### src/rtl/irq_pkg.sv
package irq_pkg;
  // Byte offsets of the register window
  localparam int unsigned OFS_GATE   = 32'h01C;
  localparam int unsigned OFS_STATUS = 32'h020;
  localparam int unsigned OFS_ENABLE = 32'h028;
  localparam int unsigned OFS_RESET  = 32'h040;
  localparam int unsigned RESET_KEY  = 32'h0000_000A;

  // Source order (bit positions are behaviour: software decodes them)
  typedef enum int unsigned {
    SRC_ARB_LOST  = 0,
    SRC_TX_NACK   = 1,
    SRC_TXQ_EMPTY = 2,
    SRC_RXQ_DEPTH = 3,
    SRC_BUS_IDLE  = 4,
    SRC_SELECTED  = 5,
    SRC_DESELECT  = 6,
    SRC_TXQ_HALF  = 7
  } irq_src_e;

  // Next status: toggle on write, set on edge (edge wins), clear on key
  function automatic logic [7:0] status_next(input logic [7:0] cur,
                                             input logic [7:0] tog,
                                             input logic [7:0] rise,
                                             input logic       clr);
    logic [7:0] nxt;
    nxt = (cur ^ tog) | rise;
    if (clr) nxt = '0;
    return nxt;
  endfunction
endpackage

### src/rtl/irq_edge_detect.sv
module irq_edge_detect #(
  parameter int unsigned N_SRC = 8
) (
  input  logic             clk,
  input  logic             rst_n,
  input  logic [N_SRC-1:0] ev_i,
  output logic [N_SRC-1:0] rise_o
);
  logic [N_SRC-1:0] ev_q;

  for (genvar i = 0; i < N_SRC; i++) begin : g_line
    always_ff @(posedge clk or negedge rst_n) begin
      if (!rst_n) ev_q[i] <= 1'b0;
      else        ev_q[i] <= ev_i[i];
    end
    assign rise_o[i] = ev_i[i] & ~ev_q[i];
  end
endmodule

### src/rtl/irq_status_reg.sv
module irq_status_reg #(
  parameter int unsigned N_SRC = 8
) (
  input  logic             clk,
  input  logic             rst_n,
  input  logic [N_SRC-1:0] rise_i,
  input  logic [N_SRC-1:0] tog_i,
  input  logic             clr_i,
  output logic [N_SRC-1:0] status_o
);
  logic [N_SRC-1:0] nxt;

  always_comb begin
    nxt = (status_o ^ tog_i) | rise_i;
    if (clr_i) nxt = '0;
  end

  always_ff @(posedge clk or negedge rst_n) begin
    if (!rst_n) status_o <= '0;
    else        status_o <= nxt;
  end
endmodule

### src/rtl/irq_cfg_regs.sv
module irq_cfg_regs #(
  parameter int unsigned N_SRC  = 8,
  parameter int unsigned ADDR_W = 8,
  parameter int unsigned DATA_W = 32
) (
  input  logic              clk,
  input  logic              rst_n,
  input  logic              wr_en,
  input  logic [ADDR_W-1:0] reg_addr,
  input  logic [DATA_W-1:0] wr_data,
  output logic              gate_o,
  output logic [N_SRC-1:0]  enable_o,
  output logic [N_SRC-1:0]  tog_o,
  output logic              key_hit_o,
  output logic              srst_o
);
  import irq_pkg::*;

  logic wr_gate, wr_en_reg, wr_stat, wr_rst;

  assign wr_gate   = wr_en && (reg_addr == ADDR_W'(OFS_GATE));
  assign wr_en_reg = wr_en && (reg_addr == ADDR_W'(OFS_ENABLE));
  assign wr_stat   = wr_en && (reg_addr == ADDR_W'(OFS_STATUS));
  assign wr_rst    = wr_en && (reg_addr == ADDR_W'(OFS_RESET));
  assign key_hit_o = wr_rst && (wr_data == DATA_W'(RESET_KEY));
  assign tog_o     = wr_stat ? wr_data[N_SRC-1:0] : '0;

  always_ff @(posedge clk or negedge rst_n) begin
    if (!rst_n) begin
      gate_o   <= 1'b0;
      enable_o <= '0;
      srst_o   <= 1'b0;
    end else begin
      srst_o <= key_hit_o;
      if (key_hit_o) begin
        gate_o   <= 1'b0;
        enable_o <= '0;
      end else begin
        if (wr_gate)   gate_o   <= wr_data[DATA_W-1];
        if (wr_en_reg) enable_o <= wr_data[N_SRC-1:0];
      end
    end
  end
endmodule

### src/rtl/irq_ctrl.sv
module irq_ctrl #(
  parameter int unsigned N_SRC  = 8,
  parameter int unsigned ADDR_W = 8,
  parameter int unsigned DATA_W = 32
) (
  input  logic              clk,
  input  logic              rst_n,
  input  logic [N_SRC-1:0]  ev_i,
  input  logic              wr_en,
  input  logic [ADDR_W-1:0] reg_addr,
  input  logic [DATA_W-1:0] wr_data,
  output logic [DATA_W-1:0] rd_data,
  output logic              irq_o,
  output logic              soft_rst_o
);
  import irq_pkg::*;

  localparam int unsigned PAD_W = DATA_W - N_SRC;

  // Named internal events for the checker
  logic [N_SRC-1:0] rise;
  logic [N_SRC-1:0] tog;
  logic [N_SRC-1:0] status_q;
  logic [N_SRC-1:0] enable_q;
  logic             gate_q;
  logic             key_hit;
  logic             pending;

  irq_edge_detect #(.N_SRC(N_SRC)) u_edge (
    .clk(clk), .rst_n(rst_n), .ev_i(ev_i), .rise_o(rise)
  );

  irq_cfg_regs #(.N_SRC(N_SRC), .ADDR_W(ADDR_W), .DATA_W(DATA_W)) u_cfg (
    .clk(clk), .rst_n(rst_n), .wr_en(wr_en), .reg_addr(reg_addr),
    .wr_data(wr_data), .gate_o(gate_q), .enable_o(enable_q), .tog_o(tog),
    .key_hit_o(key_hit), .srst_o(soft_rst_o)
  );

  irq_status_reg #(.N_SRC(N_SRC)) u_stat (
    .clk(clk), .rst_n(rst_n), .rise_i(rise), .tog_i(tog),
    .clr_i(key_hit), .status_o(status_q)
  );

  assign pending = |(status_q & enable_q);
  assign irq_o   = gate_q & pending;

  always_comb begin
    rd_data = '0;
    if (reg_addr == ADDR_W'(OFS_GATE))
      rd_data = {gate_q, {(DATA_W-1){1'b0}}};
    else if (reg_addr == ADDR_W'(OFS_STATUS))
      rd_data = {{PAD_W{1'b0}}, status_q};
    else if (reg_addr == ADDR_W'(OFS_ENABLE))
      rd_data = {{PAD_W{1'b0}}, enable_q};
  end
endmodule

### config.mk
export PLATFORM = sky130hd
export DESIGN_NAME = irq_ctrl
export DESIGN_NICKNAME = d
export VERILOG_FILES = /design/src/rtl/irq_pkg.sv /design/src/rtl/irq_edge_detect.sv /design/src/rtl/irq_status_reg.sv /design/src/rtl/irq_cfg_regs.sv /design/src/rtl/irq_ctrl.sv
export SDC_FILE = /design/constraint.sdc
export NUM_CORES = 1
export LEC_CHECK = 0
export ABC_AREA = 1
export ABC_CLOCK_PERIOD_IN_PS = 1900
export BUFFER_PORTS_ARGS = -buffer_cell sky130_fd_sc_hd__buf_2
export CAP_MARGIN = 20
export CORE_MARGIN = 2
export CORE_UTILIZATION = 40
export CTS_BUF_LIST = sky130_fd_sc_hd__clkbuf_16
export DETAILED_ROUTE_END_ITERATION = 16
export HOLD_SLACK_MARGIN = 0.1
export PLACE_DENSITY = 0.75
export SETUP_SLACK_MARGIN = 0.5
export SLEW_MARGIN = 20
export SYNTH_ARGS = -nofsm -noshare
export SYNTH_HDL_FRONTEND = slang
export SYNTH_HIERARCHICAL = 1
export SYNTH_SLANG_ARGS = --single-unit
### constraint.sdc
create_clock -name clk -period 1.9 [get_ports clk]
set_input_delay 0.095 -clock clk [delete_from_list [all_inputs] [get_ports clk]]
set_output_delay 0.095 -clock clk [all_outputs]
set_load 0.02 [all_outputs]
==> run_results.csv, run 1 <==
group,metric,value,unit
global_routing,grt_pass1_vias,1819,
sta,finalSetupTns,0,ns
power,totalPowerFinal,1.47,mW
status,status,"finished, final reports clean",
final_layout,nets,455,
yosys,synth-compound-area-share,0.00242,
yosys,yosysTopAreaCellShare,0.315,
clocking,cts_sinks,26,
yosys,ys_warn_count,6,
sta,finalCriticalPeriod,1.29,ns
worst_setup_path,rrSetupSlack,1.08,ns
global_routing,grt_pass1_wl,7.57,mm
drt,viasPerCell,4.35,
final_layout,mostFrequentLayoutCells,"nor2_1 (72), nand2_1 (68), inv_1 (65)",
yosys,synth_xor_area_frac,0,
yosys,ys_seq_area_frac,0.315,
worst_setup_path,worstReg2RegEnd,"u_cfg/enable_o[5]",
sta,finClkSkew,0.00309,ns
drt,drt-initial-drc-count,111,
place,place_ws,0.432,ns
clocking,cts_max_level,1,
yosys,avgSynthCellArea,6.24,µm²
yosys,synthMuxAreaShare,0,
clocking,cts_tree,"done",
floorplanning,initial_utilization,0.410,
drt,finalWirelength,4.58,mm
final_layout,final_common_cell,"nor2_1",
sta,rsz0062_at_grt,"false",
place,gp_congestion,0.830,
global_routing,grt-ovfl-total,0,
worst_setup_path,critical_path_class,"flop to output port",
global_routing,grt_max_degree,27,
final_layout,postLayoutCoreUtil,0.508,
power,peakVddDrop,0.000695,V
yosys,yosys.area_share.simple,0.463,
floorplanning,rows,26,
worst_setup_path,rr_worst_depth,4,
drt,drc,0,
sta,tightest_slew,0.582,ns
worst_hold_path,worst_hold_path.num_cells,4,
sta,final_max_slew_viol_count,0,
yosys,synth_area,2070,µm²
place,dpl.hpwl,3.55,mm
worst_setup_path,cp-start-kind,"flop",
worst_setup_path,arrival,1.19,ns
worst_hold_path,hold_class,"input port to flop",
clocking,insertion_delay,0.26,ns
sta,fmax,777,MHz
yosys,yosys-top-cells-area,"dfrtp_1 (31%), nor2_1 (13%), nand2_1 (12%)",
floorplanning,ios,85,
drt,drt-pass1-iter-count,4,
floorplanning,die_area,5760,µm²
clocking,cts-root-buf,"clkbuf_16",
final_layout,area_growth_syn_to_layout,24.0,%
worst_setup_path,cp_max_fo,4,
drt,ant_nets,0,
power,powerDensity,573,nW/µm²
drt,wl_per_cell,9.69,µm
yosys,synth_top_family_by_area,"simple AND/OR/NAND/NOR gates",
clocking,clk_pin_slew,0.07,ns
yosys,synthAdderAreaFrac,0,
worst_setup_path,r2r-start,"u_cfg/enable_o[5]",
run,drv_cap,0,
worst_hold_path,holdCritStartpoint,"wr_data[29]",
yosys,yosysUniqueCellTypes,22,
clocking,numCtsBuffers,3,
yosys,ys_seq_elements,26,
global_routing,antenna_found_initial,0,
floorplanning,fp.dieH,75.9,µm
sta,fin_crit_sh,0.678,
worst_hold_path,hold_path_end,"u_cfg/srst_o",
place,io_buffers,61,
worst_setup_path,crit_path_start,"u_stat/status_o[0]",
clocking,cts.path.max_buffers,2,
final_layout,n_antenna_cell,0,
sta,setup_viol,0,
drt,vias,2056,
sta,hold_violations,0,
worst_setup_path,required,1.80,ns
yosys,netlist_instances,331,
final_layout,drive_above_1_share,0.238,
sta,post-route-worst-setup-slack,0.612,ns
yosys,yosysTopAreaCell,"dfrtp_1",
floorplanning,core_region_area,5040,µm²
final_layout,fillers,516,
global_routing,grt_use_total,0.172,
power,p_leak,1.50,nW
sta,slew_headroom,0.612,
floorplanning,die_x,75.9,µm
worst_setup_path,end_kind,"output port",
metal layers:
layer	vias to the layer above	global-route usage	wire length, µm
li1	1071	-	-
met1	892	0.222	2040
met2	87	0.296	2140
met3	6	0.0212	339
met4	0	0.0565	65
met5	-	0	0
area by class of cell:
type | count | area [µm²] | area share
clock buffers | 3 | 75.1 | 0.0293
clock inverters | 1 | 30.0 | 0.0117
inverters | 71 | 267 | 0.104
multi-input cells | 232 | 1050 | 0.411
flip-flops and latches | 26 | 651 | 0.254
well taps | 70 | 87.6 | 0.0342
repair buffers | 70 | 398 | 0.155
what timing repair did:
item,4_1_cts,5_1_grt
hold buffers,9,0
resized for setup,0,3
setup endpoints to repair,0,2
endpoints found under the hold margin,34,0
buffers inserted,0,0
worst max-delay path by stage:
stage / endpoint / cells past startpoint
floorplan: u_stat/status_o[0] / 11
global placement: u_stat/status_o[1] / 12
detailed placement: u_stat/status_o[7] / 12
CTS: irq_o / 5
global route: u_stat/status_o[0] / 12
finish: irq_o / 5
synth_stat cells:
| master | count |
|---|---|
| buf_4 | 23 |
| nand3_2 | 1 |
| nor2_8 | 1 |
| or2_4 | 1 |
| nand4_1 | 1 |
| nor3b_1 | 1 |
| nor2_4 | 5 |
| inv_1 | 65 |
| inv_2 | 6 |
| nor3_1 | 11 |
| buf_6 | 1 |
| or2_1 | 1 |
| conb_1 | 1 |
| nor2_2 | 10 |
| nand2_1 | 68 |
| a21oi_1 | 1 |
| nor4_1 | 1 |
| dfrtp_1 | 26 |
| nand2_2 | 4 |
| nand3_1 | 29 |
| nand3_4 | 1 |
| nor2_1 | 73 |
state kept, by name (all words and copies together), names as in the netlist:
register	flops
u_edge/ev_q	8
u_cfg/srst_o	1
u_cfg/enable_o	8
u_cfg/gate_o	1
u_stat/status_o	8
stage by stage:
stage,cell area [µm²],hold WS [ns],cells
floorplan,2150,-0.201,353
global route,2560,0.150,473
global placement,2360,0.145,460
CTS,2550,0.128,473
detailed placement,2360,0.133,460
finish,2560,0.123,473
report_power, final:
group / internal [mW] / switching [mW] / total (mW)
logic: 0.0952 / 0.166 / 0.261
registers: 0.578 / 0.0159 / 0.594
clock network: 0.419 / 0.195 / 0.614
worst max-delay path, stage by stage, from the launching register on:
cell	delay (ns)
dfrtp_1	0.42
nand2_1	0.08
nand2_1	0.06
nor2_1	0.13
a21oi_2	0.08
buf_4	0.16
cells by family (layout without fill, tap and decap cells):
logic type | after synthesis | in the layout
AO/OA/AOI/OAI | 1 | 1
buffers and inverters | 95 | 145
flip-flops | 26 | 26
other | 1 | 23
AND/OR/NAND/NOR | 208 | 208
Power figures use the tool's default switching activity.
==> run 2, diff against run 1 <==
--- a/config.mk
+++ b/config.mk
@@ -6,7 +6,7 @@
 export NUM_CORES = 1
 export LEC_CHECK = 0
 export ABC_AREA = 1
-export ABC_CLOCK_PERIOD_IN_PS = 1900
+export ABC_CLOCK_PERIOD_IN_PS = 1300
 export BUFFER_PORTS_ARGS = -buffer_cell sky130_fd_sc_hd__buf_2
 export CAP_MARGIN = 20
 export CORE_MARGIN = 2
==> constraint.sdc (replaced) <==
create_clock -name clk -period 1.3 [get_ports clk]
set_input_delay 0.065 -clock clk [delete_from_list [all_inputs] [get_ports clk]]
set_output_delay 0.065 -clock clk [all_outputs]
set_load 0.02 [all_outputs]
==> run 2 against run 1 <==
Compared with the run above: sequential cell count did not move; critical path depth did not move; routed wire length rose by 27%; via count rose by 11%; highest routed layer unchanged.
==> run_results.csv, run 2 (synthesized netlist as in run 1, its figures left out) <==
group,metric,value,unit
status,status,"finished, final reports clean",
global_routing,grt_pass1_vias,2072,
drt,vias,2276,
place,io_buffers,61,
drt,drt-initial-drc-count,61,
global_routing,grt_pass1_wl,8.76,mm
power,powerDensity,703,nW/µm²
sta,fin_crit_sh,0.947,
worst_setup_path,required,1.24,ns
global_routing,grt_use_total,0.201,
sta,hold_violations,0,
floorplanning,core_region_area,5040,µm²
drt,wl_per_cell,11.6,µm
floorplanning,rows,26,
worst_setup_path,rrSetupSlack,0.25,ns
clocking,numCtsBuffers,3,
worst_hold_path,hold_class,"input port to flop",
sta,setup_viol,0,
worst_hold_path,holdCritStartpoint,"wr_data[29]",
worst_setup_path,cp-start-kind,"flop",
worst_setup_path,arrival,1.17,ns
worst_setup_path,r2r-start,"u_stat/status_o[6]",
worst_setup_path,end_kind,"output port",
drt,drt-pass1-iter-count,4,
global_routing,antenna_found_initial,0,
final_layout,n_antenna_cell,0,
clocking,cts-root-buf,"clkbuf_16",
final_layout,final_area,3230,µm²
clocking,cts_max_level,1,
sta,fmax,812,MHz
floorplanning,initial_utilization,0.410,
final_layout,final_common_cell,"inv_1",
power,peakVddDrop,0.000456,V
global_routing,grt-ovfl-total,0,
sta,finClkSkew,0.00290,ns
clocking,insertion_delay,0.26,ns
worst_hold_path,worst_hold_path.num_cells,4,
final_layout,postLayoutCoreUtil,0.640,
final_layout,largestRegisters,"u_cfg/enable_o (8), u_edge/ev_q (8), u_stat/status_o (8)",
worst_setup_path,crit_path_start,"u_stat/status_o[3]",
clocking,clk_pin_slew,0.07,ns
final_layout,finalNonFillerCells,500,
place,dpl_cell_area,2440,µm²
sta,finalCriticalPeriod,1.23,ns
floorplanning,die_x,75.9,µm
drt,finalWirelength,5.81,mm
worst_setup_path,cp_max_fo,2,
drt,drc,0,
clocking,cts.path.max_buffers,2,
floorplanning,die_area,5760,µm²
drt,viasPerCell,4.55,
power,totalPowerFinal,2.27,mW
floorplanning,fp.dieH,75.9,µm
power,p_leak,1.68,nW
final_layout,nets,482,
clocking,cts_sinks,26,
worst_setup_path,rr_worst_depth,7,
place,gp_congestion,0.840,
clocking,cts_tree,"done",
final_layout,mostFrequentLayoutCells,"inv_1 (58), nand2_1 (54), nor2_1 (53)",
final_layout,drive_above_1_share,0.412,
sta,final_max_slew_viol_count,0,
global_routing,grt_max_degree,27,
place,dpl.hpwl,3.75,mm
drt,ant_nets,0,
run,drv_cap,0,
place,dpl.cell_count,461,
worst_setup_path,worstReg2RegEnd,"u_stat/status_o[6]",
sta,rsz0062_at_grt,"true",
worst_setup_path,critical_path_class,"flop to output port",
final_layout,area_growth_syn_to_layout,56.3,%
sta,finalSetupTns,0,ns
worst_hold_path,hold_path_end,"u_cfg/srst_o",
floorplanning,ios,85,
run 2: worst max-delay path by stage:
| stage | endpoint | slack (ns) | cells after the start |
|---|---|---|---|
| 3_5_place_dp | u_stat/status_o[5] | 0.06 | 12 |
| 5_1_grt | irq_o | 0.0008 | 5 |
| 6_report | irq_o | 0.07 | 5 |
| 3_3_place_gp | u_stat/status_o[5] | 0.10 | 12 |
| 4_1_cts | irq_o | 0.09 | 5 |
| 2_1_floorplan | u_stat/status_o[0] | 0.34 | 11 |
run 2: final cells by class:
class | instances | area, µm²
clock inverter | 1 | 30.0
sequential | 26 | 651
clock buffer | 3 | 75.1
multi-input combinational | 233 | 1330
inverter | 71 | 284
timing repair buffer | 96 | 768
fill | 416 | 1810
tap | 70 | 87.6
run 2: repair_timing:
action / 4_1_cts / 5_1_grt
pin swaps: 25 / 33
endpoints found under the setup margin: 28 / 54
setup buffers: 14 / 11
hold buffers: 9 / 0
gates resized for setup: 68 / 46
endpoints found under the hold margin: 34 / 0
cloned: 1 / 0
run 2: stage by stage:
step | hold slack [ns] | setup WS [ns]
finish | 0.138 | 0.0687
CTS | 0.106 | 0.0922
global placement | 0.109 | 0.102
global route | 0.154 | 0.000826
detailed placement | 0.108 | 0.0604
floorplan | -0.231 | 0.339
run 2: per-layer routing:
layer  part of all wire  wire length, µm  track usage  vias to the layer above
met5                  0                0            0                        -
met4              0.018              107       0.0780                        0
met3              0.047              273       0.0238                       10
met2               0.51             2980        0.360                       83
met1               0.42             2450        0.244                     1057
li1                   -                -            -                     1126
run 2: critical path, cell delays in order, from the launching register on:
cell	delay (ns)
dfrtp_1	0.37
nand2_1	0.07
nand2_2	0.09
nor2_4	0.04
a21oi_2	0.16
buf_4	0.16
run 2: power by group:
part / leakage [nW] / internal, mW / total (mW) / switching (mW)
clock network: 0.0511 / 0.613 / 0.898 / 0.285
registers: 0.266 / 0.844 / 0.867 / 0.0228
logic: 1.37 / 0.208 / 0.504 / 0.297
total: 1.68 / 1.66 / 2.27 / 0.605
